File: src/rtl/amd_pkg.sv
package amd_pkg;
  // Selects the per-digit term accumulated by the predictor.
  typedef enum logic {
    TERM_LINEAR = 1'b0,  // x*y only
    TERM_CUBIC  = 1'b1   // x*(x*x ^ y)
  } term_mode_e;
endpackage

File: src/rtl/amd_gf_mul.sv
// Combinational GF(2^R) multiplier, polynomial basis, shift-and-add form.
module amd_gf_mul #(
  parameter int unsigned R    = 8,
  parameter logic [R:0]  POLY = 9'h11B
) (
  input  logic [R-1:0] a,
  input  logic [R-1:0] b,
  output logic [R-1:0] p
);
  localparam logic [R-1:0] RED = POLY[R-1:0];

  logic [R-1:0] sh;
  logic [R-1:0] acc;

  always_comb begin
    sh  = a;
    acc = '0;
    for (int i = 0; i < R; i++) begin
      if (b[i]) acc = acc ^ sh;
      sh = {sh[R-2:0], 1'b0} ^ (sh[R-1] ? RED : '0);
    end
  end

  assign p = acc;
endmodule

File: src/rtl/amd_term.sv
// Per-digit term: x*(x*x ^ y) or x*y, picked by MODE.
module amd_term #(
  parameter int unsigned        R    = 8,
  parameter logic [R:0]         POLY = 9'h11B,
  parameter amd_pkg::term_mode_e MODE = amd_pkg::TERM_CUBIC
) (
  input  logic [R-1:0] x,
  input  logic [R-1:0] y,
  output logic [R-1:0] term
);
  logic [R-1:0] opnd;

  generate
    if (MODE == amd_pkg::TERM_CUBIC) begin : g_cubic
      logic [R-1:0] x_sq;
      amd_gf_mul #(.R(R), .POLY(POLY)) sq_i (.a(x), .b(x), .p(x_sq));
      assign opnd = x_sq ^ y;
    end else begin : g_linear
      assign opnd = y;
    end
  endgenerate

  amd_gf_mul #(.R(R), .POLY(POLY)) mul_i (.a(x), .b(opnd), .p(term));
endmodule

File: src/rtl/amd_digit_stage.sv
// Optional register between the digit inputs and the multipliers.
module amd_digit_stage #(
  parameter int unsigned R    = 8,
  parameter bit          PIPE = 1'b1
) (
  input  logic         clk,
  input  logic         rst,
  input  logic         start,
  input  logic         in_valid,
  input  logic [R-1:0] in_x,
  input  logic [R-1:0] in_y,
  output logic         out_valid,
  output logic [R-1:0] out_x,
  output logic [R-1:0] out_y
);
  generate
    if (PIPE) begin : g_reg
      logic         q_valid;
      logic [R-1:0] q_x;
      logic [R-1:0] q_y;
      always_ff @(posedge clk) begin
        if (rst) begin
          q_valid <= 1'b0;
          q_x     <= '0;
          q_y     <= '0;
        end else begin
          q_valid <= in_valid;
          q_x     <= in_x;
          q_y     <= in_y;
        end
      end
      // A digit still in flight belongs to the abandoned frame.
      assign out_valid = q_valid & ~start;
      assign out_x     = q_x;
      assign out_y     = q_y;
    end else begin : g_pass
      logic unused_start;
      assign unused_start = start;
      assign out_valid = in_valid;
      assign out_x     = in_x;
      assign out_y     = in_y;
    end
  endgenerate
endmodule

File: src/rtl/amd_accum.sv
// Running XOR of terms, digit counter, completion and comparison.
module amd_accum #(
  parameter int unsigned R = 8,
  parameter int unsigned T = 4
) (
  input  logic         clk,
  input  logic         rst,
  input  logic         start,
  input  logic         term_valid,
  input  logic [R-1:0] term,
  input  logic [R-1:0] f_in,
  output logic         done,
  output logic         error,
  output logic [R-1:0] f_pred
);
  localparam int unsigned CW = $clog2(T + 1);
  localparam logic [CW-1:0] LAST = CW'(T - 1);

  logic [CW-1:0] cnt;
  logic [R-1:0]  acc;
  logic [R-1:0]  sum;

  assign sum = acc ^ term;

  always_ff @(posedge clk) begin
    if (rst) begin
      cnt    <= '0;
      acc    <= '0;
      done   <= 1'b0;
      error  <= 1'b0;
      f_pred <= '0;
    end else begin
      done  <= 1'b0;
      error <= 1'b0;
      if (start) begin
        acc <= term_valid ? term : '0;
        cnt <= term_valid ? CW'(1) : '0;
      end else if (term_valid) begin
        if (cnt == LAST) begin
          f_pred <= sum;
          done   <= 1'b1;
          error  <= (sum != f_in);
          acc    <= '0;
          cnt    <= '0;
        end else begin
          acc <= sum;
          cnt <= cnt + CW'(1);
        end
      end
    end
  end
endmodule

File: src/rtl/amd_serial_predictor.sv
module amd_serial_predictor #(
  parameter int unsigned         R    = 8,
  parameter int unsigned         T    = 4,
  parameter bit                  PIPE = 1'b1,
  parameter logic [R:0]          POLY = 9'h11B,
  parameter amd_pkg::term_mode_e MODE = amd_pkg::TERM_CUBIC
) (
  input  logic         clk,
  input  logic         rst,
  input  logic         start,
  input  logic         dig_valid,
  input  logic [R-1:0] y_dig,
  input  logic [R-1:0] x_dig,
  input  logic [R-1:0] f_in,
  output logic         done,
  output logic         error,
  output logic [R-1:0] f_pred
);
  logic         s_valid;
  logic [R-1:0] s_x;
  logic [R-1:0] s_y;
  logic [R-1:0] s_term;

  amd_digit_stage #(.R(R), .PIPE(PIPE)) stage_i (
    .clk(clk), .rst(rst), .start(start),
    .in_valid(dig_valid), .in_x(x_dig), .in_y(y_dig),
    .out_valid(s_valid), .out_x(s_x), .out_y(s_y)
  );

  amd_term #(.R(R), .POLY(POLY), .MODE(MODE)) term_i (
    .x(s_x), .y(s_y), .term(s_term)
  );

  amd_accum #(.R(R), .T(T)) accum_i (
    .clk(clk), .rst(rst), .start(start),
    .term_valid(s_valid), .term(s_term), .f_in(f_in),
    .done(done), .error(error), .f_pred(f_pred)
  );
endmodule

File: config.mk
export PLATFORM = sky130hd
export DESIGN_NAME = amd_serial_predictor
export DESIGN_NICKNAME = d
export VERILOG_FILES = /design/src/rtl/amd_pkg.sv /design/src/rtl/amd_gf_mul.sv /design/src/rtl/amd_term.sv /design/src/rtl/amd_digit_stage.sv /design/src/rtl/amd_accum.sv /design/src/rtl/amd_serial_predictor.sv
export SDC_FILE = /design/constraint.sdc
export NUM_CORES = 1
export LEC_CHECK = 0
export CAP_MARGIN = 5
export CELL_PAD_IN_SITES_DETAIL_PLACEMENT = 2
export CELL_PAD_IN_SITES_GLOBAL_PLACEMENT = 2
export CORE_ASPECT_RATIO = 0.75
export CORE_UTILIZATION = 30
export CTS_CLUSTER_SIZE = 10
export DETAILED_ROUTE_END_ITERATION = 8
export PLACE_DENSITY_LB_ADDON = 0.1
export SLEW_MARGIN = 20
export SYNTH_ARGS = -nofsm -noshare
export SYNTH_HDL_FRONTEND = slang
export SYNTH_SLANG_ARGS = --single-unit
File: constraint.sdc
create_clock -name clk -period 3.9 [get_ports clk]
set_input_delay 0.39 -clock clk [delete_from_list [all_inputs] [get_ports clk]]
set_output_delay 0.39 -clock clk [all_outputs]
set_load 0.05 [all_outputs]
**Word-level counts from Yosys, hierarchy flattened**

Cells that the tools add are included.

- Reductions and logical operators: 4
- Eq/ne operators: 2
- Add/sub/neg operators: 1
- Mux-type cells: 32
- Bitwise operators: 27

Operators by type and width:

| kind | number |
|---|---|
| $mux W8 | 20 |
| $xor A8 B8 Y8 | 16 |
| $xor A8 B5 Y8 | 7 |
| $mux W5 | 7 |
| $mux W3 | 3 |
| $ne A8 B8 Y1 | 1 |
| $reduce_or A4 Y1 | 1 |
| $add A3 B1 Y3 const B | 1 |
| $eq A3 B2 Y1 const B | 1 |
| $not A1 Y1 | 3 |
| $reduce_and A3 Y1 | 1 |
| $reduce_or A3 Y1 | 1 |
| $mux W1 | 2 |
| $reduce_bool A2 Y1 | 1 |
| $and A1 B1 Y1 | 1 |

- Bits of input ports: 28
- Logic and storage cells: 74
- Output and inout bits: 10
- Flip-flop bits (word level): 38

**Depth between registers and ports, before layout**

- Depth in word-level cells: 36
- Depth in mapped cells: 14
- Mapped depth without buffers: 12

**Cells and area by module**

From an unflattened synthesis, not the netlist that was laid out.

- Cell total of the unflattened synthesis: 519
- Area total of the unflattened synthesis: 4,261.6 µm²

Modules (own cells, without submodules):

| module | cells each | instances | sequential area each (µm²) | area an instance (µm²) |
|---|---|---|---|---|
| amd_gf_mul | 177 | 2 | 0.0 | 1,320.0 |
| amd_accum | 121 | 1 | 420.4 | 1,069.8 |
| amd_digit_stage | 36 | 1 | 340.3 | 481.7 |
| amd_term | 8 | 1 | 0.0 | 70.1 |

**Worst setup path before layout**

No wires, ideal clock.

- Kind: reg-to-reg
- Start point: register stage_i.g_reg.q_x[0] (netlist: stage_i.out_x[0])
- End point: register accum_i.error
- Stages on the path, launching flop included: 14
- Required time: 3.771 ns
- Arrival time: 3.110 ns
- Clock period less this slack: 3.240 ns
- Library setup time: 0.129 ns
- Path buffers: 1
- Slack: 0.660 ns
- Path through: dfxtp_1 ha_1 and2_1 a221o_1 or3b_4 and2_1 buf_6 mux2_4 a22oi_2 xnor2_1 xnor3_2 xor2_1 nor3_1 a31oi_1

- Cells in the longest elaborated chain, start to end: 33
- Elaborated cells between the ends (all ways): 40
- Those cells by class: eq/ne (1); mux (16); bitwise (23)

RTL lines:

| element | RTL line | text |
|---|---|---|
| start, declared | amd_digit_stage.sv:19 | `logic [R-1:0] q_x;` |
| start signal, assigned | amd_digit_stage.sv:28 | `q_x <= in_x;` |
| $mux W8 | amd_gf_mul.sv:19 | `if (b[i]) acc = acc ^ sh;` |
| $xor A8 B8 Y8 | amd_gf_mul.sv:19 |  |
| $mux W8 | amd_gf_mul.sv:19 |  |
| $xor A8 B8 Y8 | amd_gf_mul.sv:19 |  |
| $mux W8 | amd_gf_mul.sv:19 |  |
| $xor A8 B8 Y8 | amd_gf_mul.sv:19 |  |
| $mux W8 | amd_gf_mul.sv:19 |  |
| $xor A8 B8 Y8 | amd_gf_mul.sv:19 |  |
| (+17 left out) | n/a |  |
| $xor A8 B8 Y8 | amd_gf_mul.sv:19 |  |
| $mux W8 | amd_gf_mul.sv:19 |  |
| $xor A8 B8 Y8 | amd_gf_mul.sv:19 |  |
| $mux W8 | amd_gf_mul.sv:19 |  |
| $xor A8 B8 Y8 | amd_gf_mul.sv:19 |  |
| $mux W8 * | amd_gf_mul.sv:19 |  |
| $xor A8 B8 Y8 * | amd_accum.sv:23 | `assign sum = acc ^ term;` |
| $ne A8 B8 Y1 * | amd_accum.sv:42 | `error <= (sum != f_in);` |
| end signal, assigned | amd_accum.sv:42 |  |
| end, declared | amd_accum.sv:13 | `output logic error,` |

Mark *: on every way between the ends. The rest lies on a longest branch, timed or not.
A chain may end at the register's enable or synchronous reset.

**Worst setup path in the final report**

Ends and elaborated chain as after synthesis.

==> metrics.md <==
| Metric | Value |
|---|---|
| Area growth from synthesis to layout | `23.2%` |
| Top cell type's share of synthesized area | `0.211` |
| Post-synth top area cell | `dfxtp_1` |
| Internal power | `approximately 1.3 mW` |
| Syn_nets | `~460` |
| Critical path, cell by cell | `ha_2, buf_4, nor3b_1, a221o_1, or3b_4, and2_2, mux2_4, a22oi_2, xnor2_1, xnor3_2, xor2_1, nor3_1, a31oi_1` |
| WL/cell | `~18 um` |
| Gr ovfl total | `0` |
| Largest family of logic cells by synthesized area | `XOR/XNOR gates` |
| NumNets Final | `~500` |
| Synth Register Bits | `38` |
| Ant. Diodes | `0` |
| Average cell area after synthesis | `8.43 sq um` |
| Power per cell area | `486 nW/um^2` |
| WP data required | `slightly above 4 ns` |
| Share of layout cells above drive strength 1 | `0.121` |
| GRT Total Usage | `0.201` |
| Post-synthesis mux area share | `0.0431` |
| CTS max path bufs | `2` |
| Combinational share of power | `0.570` |
| Num rows | `34` |
| FFs w/ async S/R, synth | `0` |
| Die W | `129 um` |
| Synth Area in XOR/XNOR | `0.355` |
| Mapped cell area | `3600 sq um` |
| TritonCTS Buffers | `5` |
| Clock sink total | `38` |
| DIE AREA | `between 10000 and 15000 sq um` |
| Boundary Pins | `38` |
| DP Worst Slack | `between 0.2 and 0.25 ns` |
| Static Leak | `roughly 1.8 nW` |
| Crit-path max FO | `10` |
| Compound-Gate Fraction of Synth Area | `0.113` |
| TritonRoute pass-1 iters | `4` |
| # setup viols final | `0` |
| CP Buf/Inv Count | `1` |
| WL final | `11.5 mm` |
| Number of antenna violations at the first check in global routing | `0` |
| Via-to-Cell Ratio | `around 4.9` |
| Total core area | `about 12000 sq um` |
| Multi-input gate area | `roughly 2700 sq um` |
| Setup crit start kind | `flip-flop` |
| Least-Margin Pin Slew | `0.753 ns` |
| Final hold vios | `0` |
| Sw frac | `0.396` |
| Post-cts resize count | `0` |
| Initial Util | `0.309` |
| Outcome | `finished, final reports clean` |
| Seq/Total Area, Yosys | `0.211` |
| Root Driver | `clkbuf_16` |
| Pin count of the biggest net entering global routing | `28` |
| DR vias | `3103` |
| Final GP Congestion | `0.808` |
| Post-CTS Setup Inserts | `0` |
| Post-DP HPWL | `approximately 9.0 mm` |
| Critical Path Sink Type | `flip-flop` |
| Max-cap violations | `0` |
| DR iter-0 viols | `132` |
| Vias in the first global route | `about 3400` |
| Clock skew | `~0.011 ns` |
| Period utilisation layout | `0.911` |
| First-pass GRT wire length | `between 15 and 20 mm` |
| Syn Inst Count | `~430` |
| Slowest stage cell on the critical path | `or3b_4` |
| Dominant cells by area after synthesis | `dfxtp_1 (21%), xnor2_1 (14%), xor2_1 (9.2%)` |
| Number of flops mapped to enable cells by yosys | `0` |
| Hold Path Class | `flip-flop to flip-flop` |
| CTS clk-pin slew, worst paths | `0.06 ns` |
| DRC errors left | `0` |
| Max Fclk | `~0.28 GHz` |
| Syn. warnings | `0` |
| Detail Route Antenna Nets | `0` |
| Post-route minimum period | `approximately 3.6 ns` |
| Critical path arrival | `roughly 3.7 ns` |
| Unrepaired setup endpoints after global routing | `no` |
| H-tree depth | `2` |
| Final Power | `2.16 mW` |
| Sw Pwr | `roughly 850 uW` |
| Input/output buffers | `37` |
| TritonCTS clock tree | `built` |
| Sum Neg Setup Slack | `0 ns` |
| Relative slew margins | `0.496` |
| Peak supply drop | `0.000218 V` |
| Clk_lat worst skew | `roughly 0.29 ns` |
| Area share of fa/ha/maj cells after synthesis | `0.00695` |
| Fillers | `1339` |
| Die Ht | `slightly below 100 um` |
| Share of power burned in registers | `0.200` |
| Synth Area in Simple Gates | `0.222` |
| Final worst setup slack | `~0.35 ns` |
| Post-CTS Hold Buffers | `0` |
| Top FF cell, synth | `dfxtp_1` |
| CP top delay family | `simple AND/OR/NAND/NOR gates` |
| Clk network pwr share | `0.230` |
| Final Max Slew Viols | `0` |
| Synth unique cells | `53` |
| Crit Path Category | `flip-flop to flip-flop` |
| Crit path largest cell delay | `around 0.43 ns` |
| FF/Latch Area | `~760 sq um` |
path summary, 6_finish.rpt:
check | startpoint | end | slack (ns) | cells after the start
worst max-delay path | stage_i.out_x[0] | accum_i.error | 0.35 | 13
worst min-delay path | accum_i.cnt[2] | accum_i.cnt[2] | 0.44 | 2
worst max register to register | stage_i.out_x[0] | accum_i.error | 0.35 | 13
worst min register to register | accum_i.cnt[2] | accum_i.cnt[2] | 0.44 | 2
layout by cell type, fill, tap and decap left out, drive strengths merged, types with 2 or more instances in the layout:
cell type      count
buf               29
o211ai             2
clkdlybuf4s50     37
nor2              47
xor2              41
o21ai              9
a211oi             5
nand3              7
dfxtp             38
ha                 2
nand2b            13
a22oi             10
a31oi              3
a211o              2
mux2i             14
and2               4
nor2b             22
xnor3             11
xnor2             62
o32ai              2
a21oi             15
inv                5
o21bai             2
nor3               5
nor3b              6
nand2             42
nand3b             7
xor3               3
o22ai              4
clkbuf             6
flip-flops by register name (all words and copies together) (netlist names):
signal,flops
accum_i.acc,8
stage_i.out_x,8
stage_i.out_y,8
accum_i.error,1
accum_i.f_pred,8
stage_i.g_reg.q_valid,1
accum_i.cnt,3
accum_i.done,1
stage by stage:
step | cells | utilization | cell area (sq um) | hold slack [ns]
floorplan | 427 | - | 3600 | 0.415
global route | 633 | 0.381 | 4440 | 0.465
CTS | 633 | 0.379 | 4420 | 0.444
global placement | 626 | 0.364 | 4250 | 0.426
detailed placement | 626 | 0.364 | 4250 | 0.435
finish | 633 | 0.381 | 4440 | 0.437
power by group through the flow:
stage / Sequential [mW] / Combinational (mW) / Clock (mW)
floorplan: 0.427 / 0.908 / 0
CTS: 0.431 / 1.24 / 0.507
global placement: 0.439 / 1.21 / 0
detailed placement: 0.440 / 1.23 / 0
finish: 0.431 / 1.23 / 0.496
global route: 0.433 / 1.35 / 0.520
final cells by class:
| type | count | share of cell area |
|---|---|---|
| multi-input cells | 355 | 0.605 |
| flip-flops and latches | 38 | 0.172 |
| repair buffers | 66 | 0.135 |
| well taps | 162 | 0.0457 |
| clock buffers | 6 | 0.0313 |
| clock inverters | 1 | 0.00677 |
| inverters | 5 | 0.00423 |
synth_stat cells (2+ instances only):
cell and instances:
dfxtp_1 38, xnor2_2 4, buf_2 11, nand2b_1 13, nor2b_1 22, a211o_1 2, o22ai_1 4, a22oi_1 9
nor3b_1 6, o32ai_1 2, o211ai_1 2, o21bai_1 2, xnor3_1 9, xor3_1 2, buf_4 5, a21oi_1 15
nand3_1 6, o21ai_0 9, xnor3_2 2, clkbuf_1 9, xor2_1 38, xnor2_1 58, nor3_1 5, and2_1 4
inv_1 5, buf_1 2, ha_1 2, a31oi_1 3, nand2_1 42, nand3b_1 7, a211oi_1 5, buf_6 2
xor2_2 3, mux2i_1 14, nor2_1 47
cell families after synthesis:
logic type | after synthesis
AOI/OAI and AO/OA | 61
xor gates and xnor gates | 117
adders and majority gates | 2
buffers and inverters | 34
DFF | 38
muxes | 15
and+or+nand+nor | 160
worst register-to-register path: stages, from the launching register on:
cell and delay, ns:
dfxtp_1 0.32, ha_2 0.40, buf_4 0.19, nor3b_1 0.08, a221o_1 0.30, or3b_4 0.43
and2_2 0.29, mux2_4 0.33, a22oi_2 0.22, xnor2_1 0.15, xnor3_2 0.31, xor2_1 0.16
nor3_1 0.16, a31oi_1 0.10
layer usage:
metal	track usage	vias to the layer above	wire [um]
li1	-	1506	-
met1	0.294	1552	5990
met2	0.309	34	5000
met3	0.0277	11	348
met4	0.0434	0	146
met5	0	-	0
Power figures use the tool's default switching activity.
